[config.mk]
export PLATFORM = sky130hd
export DESIGN_NAME = hitmiss_predictor
export DESIGN_NICKNAME = d
export VERILOG_FILES = /design/src/rtl/hitmiss_predictor.sv
export SDC_FILE = /design/constraint.sdc
export NUM_CORES = 1
export LEC_CHECK = 0
export BUFFER_PORTS_ARGS = -buffer_cell sky130_fd_sc_hd__buf_2
export CAP_MARGIN = 20
export CORE_MARGIN = 10
export CORE_UTILIZATION = 62
export CTS_BUF_LIST = sky130_fd_sc_hd__clkbuf_16
export DETAILED_ROUTE_END_ITERATION = 12
export GPL_TIMING_DRIVEN = 0
export HOLD_SLACK_MARGIN = 0.02
export PLACE_DENSITY = 0.92
export SETUP_SLACK_MARGIN = 0.5
export SYNTH_ARGS = -nofsm -noshare
export SYNTH_HDL_FRONTEND = slang
export SYNTH_SLANG_ARGS = --single-unit
[constraint.sdc]
create_clock -name clk -period 4.5 [get_ports clk]
set_input_delay 0.225 -clock clk [delete_from_list [all_inputs] [get_ports clk]]
set_output_delay 0.225 -clock clk [all_outputs]
set_load 0.05 [all_outputs]
[src/rtl/hitmiss_predictor.sv]
module hitmiss_predictor #(
  parameter int MODE   = 3,
  parameter int HIST_W = 6,
  parameter int SETS   = 16,
  parameter int CNT_W  = 16,
  localparam int SET_W = $clog2(SETS),
  localparam int PHT_N = 1 << HIST_W,
  localparam int MW    = (SET_W < HIST_W) ? SET_W : HIST_W
) (
  input  logic             clk,
  input  logic             rst_n,
  input  logic [SET_W-1:0] acc_set_i,
  input  logic             res_valid_i,
  input  logic             res_hit_i,
  input  logic [SET_W-1:0] res_set_i,
  output logic             pred_hit_o,
  output logic [CNT_W-1:0] correct_cnt_o,
  output logic [CNT_W-1:0] total_cnt_o
);

  logic [1:0]        pht_q   [PHT_N];
  logic [HIST_W-1:0] shist_q [SETS];
  logic [HIST_W-1:0] ghist_q;
  logic [HIST_W-1:0] acc_ext, res_ext, acc_idx, res_idx;
  logic [1:0]        res_ctr, res_nxt;
  logic [CNT_W-1:0]  tot_q, cor_q;

  assign acc_ext = HIST_W'(acc_set_i[MW-1:0]);
  assign res_ext = HIST_W'(res_set_i[MW-1:0]);

  assign acc_idx = (MODE == 0) ? '0 :
                   (MODE == 1) ? ghist_q :
                   (MODE == 2) ? shist_q[acc_set_i] : (ghist_q ^ acc_ext);
  assign res_idx = (MODE == 0) ? '0 :
                   (MODE == 1) ? ghist_q :
                   (MODE == 2) ? shist_q[res_set_i] : (ghist_q ^ res_ext);

  assign pred_hit_o = pht_q[acc_idx][1];
  assign res_ctr    = pht_q[res_idx];
  assign res_nxt    = res_hit_i ? ((res_ctr == 2'd3) ? 2'd3 : res_ctr + 2'd1)
                                : ((res_ctr == 2'd0) ? 2'd0 : res_ctr - 2'd1);

  always_ff @(posedge clk or negedge rst_n) begin
    if (!rst_n) begin
      for (int i = 0; i < PHT_N; i++) pht_q[i] <= 2'd2;
      for (int i = 0; i < SETS; i++) shist_q[i] <= '0;
      ghist_q <= '0;
      tot_q   <= '0;
      cor_q   <= '0;
    end else if (res_valid_i) begin
      pht_q[res_idx]     <= res_nxt;
      ghist_q            <= {ghist_q[HIST_W-2:0], res_hit_i};
      shist_q[res_set_i] <= {shist_q[res_set_i][HIST_W-2:0], res_hit_i};
      if (tot_q != '1) tot_q <= tot_q + 1'b1;
      if (res_ctr[1] == res_hit_i && cor_q != '1) cor_q <= cor_q + 1'b1;
    end
  end

  assign correct_cnt_o = cor_q;
  assign total_cnt_o   = tot_q;


  tally_step_chk: assert property (@(posedge clk) disable iff (!rst_n)
    (res_valid_i && total_cnt_o != '1) |=> total_cnt_o == $past(total_cnt_o) + 1'b1);


  tally_sat_chk: assert property (@(posedge clk) disable iff (!rst_n)
    (total_cnt_o == '1) |=> total_cnt_o == '1);


  tally_order_chk: assert property (@(posedge clk) disable iff (!rst_n)
    correct_cnt_o <= total_cnt_o);


  tally_idle_chk: assert property (@(posedge clk) disable iff (!rst_n)
    !res_valid_i |=> ($stable(total_cnt_o) && $stable(correct_cnt_o)));


  pred_idle_chk: assert property (@(posedge clk) disable iff (!rst_n)
    (!res_valid_i ##1 $stable(acc_set_i)) |-> $stable(pred_hit_o));

endmodule

**Word level (Yosys, flattened, before mapping)**

Index checks and enable logic that the tools add are counted.

- Muxes and demuxes: 12
- Reduce and logical (&&, ||, !) cells: 5
- Bitwise logic cells: 4
- Add/subtract/negate cells: 4
- Magnitude comparators: 3
- Eq/ne operators: 4

Operators by type and width:

| cell | number |
|---|---|
| 128-bit bitwise mux | 1 |
| 16-bit by 1-bit adder with 16-bit output (second input constant) | 2 |
| 16-bit != test (second input constant) | 2 |
| 2-bit binary-select mux with 6-bit select | 2 |
| 2-bit 2-to-1 mux | 8 |
| 7-bit greater-or-equal comparator (second input constant) | 2 |
| 6-bit NOT with 7-bit output | 2 |
| 2-bit demux with 6-bit select | 1 |
| 6-bit by 4-bit bitwise XOR with 6-bit output | 2 |
| 7-bit by 1-bit less-than comparator with 1-bit output (second input constant) | 1 |
| 2-bit AND reduction | 2 |
| 2-bit by 1-bit adder with 2-bit output (second input constant) | 1 |
| 2-bit equality test (second input constant) | 1 |
| 1-bit logical AND | 2 |
| 2-bit zero test | 1 |
| 2-bit by 1-bit subtractor with 2-bit output (second input constant) | 1 |
| 1-bit equality test | 1 |

- Input bits: 12
- Logic and storage cells: 99
- Register bits: 166
- Output and inout bits: 33

**Logic depth before layout (Yosys ltp)**

Gate-level depths: netlist of the first run.

- Word-level depth: 9
- Depth in mapped cells: 12
- Mapped depth without buffers: 8

**Worst setup path after synthesis of the first run**

OpenSTA, ideal clock, no wires.

- Path type: register to output
- Start point: reg ghist_q[0]
- End point: out pred_hit_o
- Cell stages (with the launch flop): 6
- Path buffers: 1
- Data arrival time: 3097 ps
- Data required time: 4275 ps
- Slack: 1178 ps
- Cells stage by stage: dfrtp_1 > xor2_1 > buf_2 > mux4_2 > mux4_2 > mux4_2

- Cells in the longest elaborated chain, start to end: 5

Ends and longest elaborated chain:

| item | RTL line | RTL |
|---|---|---|
| from (decl) | 23 | `logic [HIST_W-1:0] ghist_q;` |
| from (signal assigned) | 52 | `ghist_q <= {ghist_q[HIST_W-2:0], res_hit_i};` |
| 6-bit by 4-bit bitwise XOR with 6-bit output | 33 | `(MODE == 2) ? shist_q[acc_set_i] : (ghist_q ^ acc_ext);` |
| 6-bit NOT with 7-bit output (implied by the code) | 38 | `assign pred_hit_o = pht_q[acc_idx][1];` |
| 2-bit binary-select mux with 6-bit select | 38 |  |
| 2-bit 2-to-1 mux (implied by the code) (2 in series) | 38 |  |
| to (decl) | 16 | `output logic pred_hit_o,` |

No other way between the ends. The select of a mux whose other input is x is not followed.

**Final worst setup path of the first run**

- Start point: reg ghist_q[1]
- End point: out pred_hit_o

Same word-level chain as after synthesis.

==> flow_metrics.env, run 1 <==
export IMPL_status="finished, final reports clean"
export IMPL_cts_sinks=166
export IMPL_post_route_min_period_ns=3.97
export IMPL_worst_pin_slew_ns=1.10
export IMPL_clockBufferDepth=2
export IMPL_remaining_drc_errors=0
export IMPL_path_cells="xor2_2 -> clkbuf_1 -> mux4_2 -> mux4_2 -> mux4_2 -> buf_2"
export IMPL_drt_iter0_drc=1698
export IMPL_synth_simple_gate_area_share_pct=14.8
export IMPL_crit_buf_inv=2
export IMPL_start_util_pct=64.0
export IMPL_drive_above_1_share_pct=27.7
export IMPL_critPathCaptureType="output port"
export IMPL_routed_wl_mm=28.6
export IMPL_synth_xor_area_share_pct=4.42
export IMPL_final_net_count=969
export IMPL_pin_count=45
export IMPL_cts_tree="built"
export IMPL_grt_setup_unrepaired="true"
export IMPL_die_x_um=140
export IMPL_routed_via_density=7.18
export IMPL_crit_family="multiplexers"
export IMPL_r2r_start="ghist_q[1]$_DFFE_PN0P_"
export IMPL_grt_overflow=0
export IMPL_synth_area_per_cell_um2=10.1
export IMPL_synthTopCellsByArea="dfrtp_1 (28%), dfstp_2 (19%), o31ai_2 (7.8%)"
export IMPL_setup_viol=0
export IMPL_max_slew_margin_rel_pct=26.2
export IMPL_tns_ns=0
export IMPL_finClkSkew_ns=0.0105
export IMPL_vias=8247
export IMPL_grtUsageTotal_pct=27.2
export IMPL_h_tree_depth=4
export IMPL_grt_pass1_vias=7929
export IMPL_synth_enable_flop_cells=0
export IMPL_rows=43
export IMPL_place_detailed_hpwl_mm=17.9
export IMPL_met1Wirelength_mm=10.0
export IMPL_cp_start_kind="flop"
export IMPL_met2WireLength_mm=13.0
export IMPL_clk_root_buffer_cell="clkbuf_16"
export IMPL_finalCritPeriodShare_pct=88.3
export IMPL_place_congestion=0.958
export IMPL_drv_slew=0
export IMPL_synth_compound_area_share_pct=20.2
export IMPL_hold_violations=0
export IMPL_async_flop_share_pct=100
export IMPL_setup_worst_path_class="reg -> out"
export IMPL_coreArea_um2=14000
export IMPL_cap_viol_max_count=0
export IMPL_clk_latency_ns=0.44
export IMPL_ys_seq_area_share_pct=47.1
export IMPL_crit_top_cell="mux4_2"
export IMPL_r2r_slack_ns=0.60
export IMPL_fill_cells=855
export IMPL_cp_max_fo=10
export IMPL_met3_length_mm=3.72
export IMPL_cts_inserted_buffers=17
export IMPL_syn_nets=900
export IMPL_portBuffers=43
export IMPL_fmax_ghz=0.252
export IMPL_first_pass_iters=10
export IMPL_highest_layer="met4"
export IMPL_leakage_nw=4.09
export IMPL_syn_to_final_growth_pct=13.7
export IMPL_dieArea_um2=19700
export IMPL_antenna_left=0
export IMPL_yosys_register_bits=166
export IMPL_ys_types=52
export IMPL_fin_total_pwr_mw=7.46
export IMPL_clk_pin_slew_ns=0.07
export IMPL_yosysMostFrequentCell="nor2_1"
export IMPL_synthTopCellsByCount="nor2_1 (140), dfrtp_1 (102), nand2_1 (80)"
export IMPL_cellPowerDensity_nw_per_um2=730
export IMPL_synthCells=886
export IMPL_detail_route_wl_per_cell_um=24.9
export IMPL_yosys_area_top_type_share_pct=28.4
export IMPL_yosysTopAreaCell="dfrtp_1"
export IMPL_synthMuxAreaShare_pct=9.24
export IMPL_grt_start_max_net_pins=130
export IMPL_synthAdderAreaFrac_pct=0.515
export IMPL_irDropWorstVdd_uv=439
export IMPL_ys_warn_count=0
export IMPL_ys_flop_type="dfrtp_1"
export IMPL_antenna_found_initial=1
export IMPL_grt_pass1_wl_mm=43.1
export IMPL_critPathSlowestCell="clkbuf_1"
export IMPL_crit_arrival_ns=3.75
export IMPL_worstPathRequired_ns=4.28
export IMPL_syn_area_um2=8990
export IMPL_synth_top_family_by_area="compound AO/OA/AOI/OAI gates"
export IMPL_min_path_type="in -> async"
export IMPL_startpoint="ghist_q[1]$_DFFE_PN0P_"
export IMPL_crit_path_max_incr_delay_ns=0.61
export IMPL_die_h_um=140
[path summary, 6_finish.rpt]
| path | end | cells after the start |
|---|---|---|
| max | pred_hit_o | 6 |
| min | correct_cnt_o[4]$_DFFE_PN0P_ | 2 |
| max in group asynchronous | pht_q[26]$_DFFE_PN0P_ | 3 |
| min in group clk | correct_cnt_o[6]$_DFFE_PN0P_ | 4 |
| min reg2reg | correct_cnt_o[3]$_DFFE_PN0P_ | 1 |
| max reg2reg | pht_q[20]$_DFFE_PN0P_ | 10 |
[state kept, by name, indices dropped and copies added (netlist names)]
signal / count
pht_q: 128
total_cnt_o: 16
ghist_q: 6
correct_cnt_o: 16
[cell families after synthesis]
kind of cell               count (synthesis)
DFF                                      166
muxes                                     54
and+or+nand+nor                          307
xor gates and xnor gates                  42
adders and majority gates                  4
buffers and inverters                     70
AOI/OAI and AO/OA                        243
[where the power goes]
| part | switching (mW) | internal [mW] |
|---|---|---|
| Sequential | 0.513 | 2.28 |
| Clock | 0.634 | 0.978 |
| Combinational | 1.98 | 1.08 |
[cells in the final DEF (no fill, tap or decap), drive strengths merged, types with 27 or more instances in the layout]
cell / count
dfstp: 64
clkbuf: 55
a21oi: 66
nand3: 27
nor2: 140
dfrtp: 102
xnor2: 29
o21ai: 61
o31ai: 60
buf: 72
nand2: 80
[metal layers]
layer	vias up	GRT usage [%]
met4	0	15.2
met5	-	0
met1	3871	33.2
li1	3367	-
met3	218	8.32
met2	791	42.1
[stage by stage]
stage	std cells	setup WS, ns	util [%]	area (um^2)	hold slack, ns
floorplan	886	1.18	-	8990	-0.0706
global placement	1109	0.556	67.2	9430	0.474
detailed placement	1110	0.440	67.4	9470	0.119
CTS	1143	0.462	72.3	10100	0.258
global route	1149	0.475	72.8	10200	0.272
finish	1149	0.526	72.8	10200	0.252
[final cells by class]
cell class,count,area [um^2],share of cell area [%]
multi-input cells,650,4490,43.9
clock buffers,17,425,4.16
diodes,1,2.50,0.0245
inverters,9,33.8,0.330
well taps,180,225,2.20
plain buffers,61,304,2.97
flip-flops and latches,166,4230,41.4
clock inverters,15,211,2.07
repair buffers,50,300,2.94
[timing repair]
item	in CTS	in global routing
setup buffers	0	5
pin swaps	0	2
cloned	0	0
setup endpoints to repair	121	133
hold buffers	1	0
resized for setup	3	5
endpoints found under the hold margin	37	0
No activity file was read; power rests on OpenSTA's default activity.
==> run 2, diff against run 1 <==
- CORE_MARGIN: 10 -> unset
- CORE_UTILIZATION: 62 -> 60
- PLACE_DENSITY: 0.92 -> 0.9
==> run 2 against run 1 <==
  * Utilization decreased by 3.4 points
  * Non-clock buffer count decreased by 4
  * Sequential power about the same
  * Flip-flop and latch count is the same
  * Fmax rose by 2.6%
  * Register-to-register slack gained 0.04 ns
  * Largest power group unchanged
==> flow_metrics.env, run 2 (same netlist as run 1, synthesis figures left out) <==
export IMPL_status="finished, final reports clean"
export IMPL_start_util_pct=61.6
export IMPL_setup_viol=0
export IMPL_leakage_nw=4.04
export IMPL_remaining_drc_errors=0
export IMPL_die_x_um=124
export IMPL_p_seq_share_pct=38.5
export IMPL_place_inst=1114
export IMPL_setup_worst_path_class="reg -> out"
export IMPL_critPathCaptureType="output port"
export IMPL_final_net_count=965
export IMPL_dieArea_um2=15500
export IMPL_place_congestion=0.947
export IMPL_p_int_mw=4.20
export IMPL_irDropWorstVdd_uv=402
export IMPL_clockBufferDepth=2
export IMPL_routed_via_density=7.16
export IMPL_cellPowerDensity_nw_per_um2=713
export IMPL_drt_iter0_drc=1437
export IMPL_finalCritPeriodShare_pct=86.1
export IMPL_post_route_cell_area_um2=10100
export IMPL_place_area_um2=9480
export IMPL_grt_pass1_wl_mm=43.3
export IMPL_tns_ns=0
export IMPL_syn_to_final_growth_pct=12.7
export IMPL_portBuffers=43
export IMPL_startpoint="ghist_q[1]$_DFFE_PN0P_"
export IMPL_worst_pin_slew_ns=1.15
export IMPL_rows=44
export IMPL_clk_latency_ns=0.44
export IMPL_finClkSkew_ns=0.0110
export IMPL_p_clk_share_pct=20.1
export IMPL_hold_violations=0
export IMPL_reg2reg_depth=12
export IMPL_fin_cells=1148
export IMPL_r2r_end="pht_q[31]$_DFFE_PN1P_"
export IMPL_cp_start_kind="flop"
export IMPL_crit_arrival_ns=3.65
export IMPL_max_slew_margin_rel_pct=22.6
export IMPL_detail_route_wl_per_cell_um=23.8
export IMPL_grtUsageTotal_pct=36.3
export IMPL_coreArea_um2=14600
export IMPL_antenna_found_initial=0
export IMPL_cp_max_fo=10
export IMPL_drive_above_1_share_pct=27.1
export IMPL_cap_viol_max_count=0
export IMPL_drv_slew=0
export IMPL_vias=8224
export IMPL_grt_pass1_vias=8048
export IMPL_routed_wl_mm=27.3
export IMPL_most_common_layout_cells="nor2_1 (140), dfrtp_1 (101), nand2_1 (80)"
export IMPL_min_path_type="in -> async"
export IMPL_die_h_um=124
export IMPL_power_switching_mw=3.02
export IMPL_largest_reg_flops=128
export IMPL_swShare_pct=41.8
export IMPL_pin_count=45
export IMPL_r2r_start="ghist_q[0]$_DFFE_PN0P_"
export IMPL_endpoint="pred_hit_o"
export IMPL_cts_sinks=166
export IMPL_regMostFlops="pht_q"
export IMPL_fmax_ghz=0.258
export IMPL_worstPathRequired_ns=4.28
export IMPL_cts_tree="built"
export IMPL_place_detailed_hpwl_mm=17.6
export IMPL_hold_ws_ns=0.333
export IMPL_diodes=0
export IMPL_clk_root_buffer_cell="clkbuf_16"
export IMPL_grt_setup_unrepaired="false"
export IMPL_cts_inserted_buffers=17
export IMPL_clk_pin_slew_ns=0.07
export IMPL_r2r_slack_ns=0.64
export IMPL_combPwrFrac_pct=41.4
export IMPL_first_pass_iters=8
export IMPL_post_route_min_period_ns=3.87
export IMPL_post_cts_buffers=0
export IMPL_antenna_left=0
export IMPL_grt_overflow=0
export IMPL_h_tree_depth=4
export IMPL_final_common_cell="nor2_1"
export IMPL_grt_start_max_net_pins=108
==> run 2: cell types whose count changed in the layout (fill, tap and decap cells not counted), sizes merged <==
cell and delta:
clkbuf -1, buf -3, inv +3, clkinvlp +1, clkinv -2, bufinv -2, diode -1
==> run 2: power groups by stage <==
stage	sequential (mW)	combinational (mW)	clock [mW]
floorplan	2.78	1.99	0
global placement	2.71	2.73	0
detailed placement	2.75	2.83	0
CTS	2.74	2.88	1.44
global route	2.83	3.16	1.50
finish	2.78	2.99	1.45
==> run 2: area by class of cell <==
| class | instances | area (um^2) |
|---|---|---|
| clock inverters | 15 | 148 |
| flip-flops and latches | 166 | 4240 |
| repair buffers | 46 | 268 |
| well taps | 184 | 230 |
| multi-input cells | 650 | 4490 |
| clock buffers | 17 | 425 |
| plain buffers | 61 | 302 |
| fillers | 974 | 4460 |
| inverters | 9 | 33.8 |
==> run 2: what timing repair did <==
item | 4_1_cts | 5_1_grt
endpoints found under the hold margin | 38 | 0
endpoints found under the setup margin | 121 | 139
hold buffers | 1 | 0
resized for setup | 2 | 6
==> run 2: stage by stage <==
step           utilization, %  total power [mW]  setup WS, ns
5_1_grt                  69.4              7.49         0.568
3_5_place_dp             64.9              5.59         0.385
2_1_floorplan               -              4.77          1.18
6_report                 69.4              7.22         0.627
4_1_cts                  69.1              7.07         0.488
3_3_place_gp             64.7              5.44         0.531
==> run 2: worst max-delay path: stages (launching register included) <==
cell	delay, ns
dfrtp_1	0.53
xor2_2	0.48
clkbuf_1	0.57
mux4_2	0.40
mux4_2	0.52
mux4_2	0.47
buf_2	0.22
==> run 2: how the worst min path moves through the flow <==
| stage | cells past startpoint | end | slack [ns] | start |
|---|---|---|---|---|
| after CTS | 4 | correct_cnt_o[5]$_DFFE_PN0P_ | 0.32 | res_hit_i |
| final | 2 | pht_q[122]$_DFFE_PN0P_ | 0.33 | rst_n |
| after detailed placement | 1 | pht_q[114]$_DFFE_PN0P_ | 0.19 | rst_n |
| after global routing | 2 | pht_q[122]$_DFFE_PN0P_ | 0.38 | rst_n |
| after global placement | 1 | total_cnt_o[7]$_DFFE_PN0P_ | 0.47 | total_cnt_o[7]$_DFFE_PN0P_ |
| after floorplan | 0 | correct_cnt_o[0]$_DFFE_PN0P_ | -0.07 | rst_n |
==> run 2: metal layers <==
| layer | track usage [%] | vias up | wire, um |
|---|---|---|---|
| met4 | 22.7 | 0 | 1930 |
| met5 | 0 | - | 0 |
| met1 | 46.0 | 3942 | 9430 |
| met3 | 10.9 | 227 | 3570 |
| li1 | - | 3335 | - |
| met2 | 54.7 | 720 | 12300 |
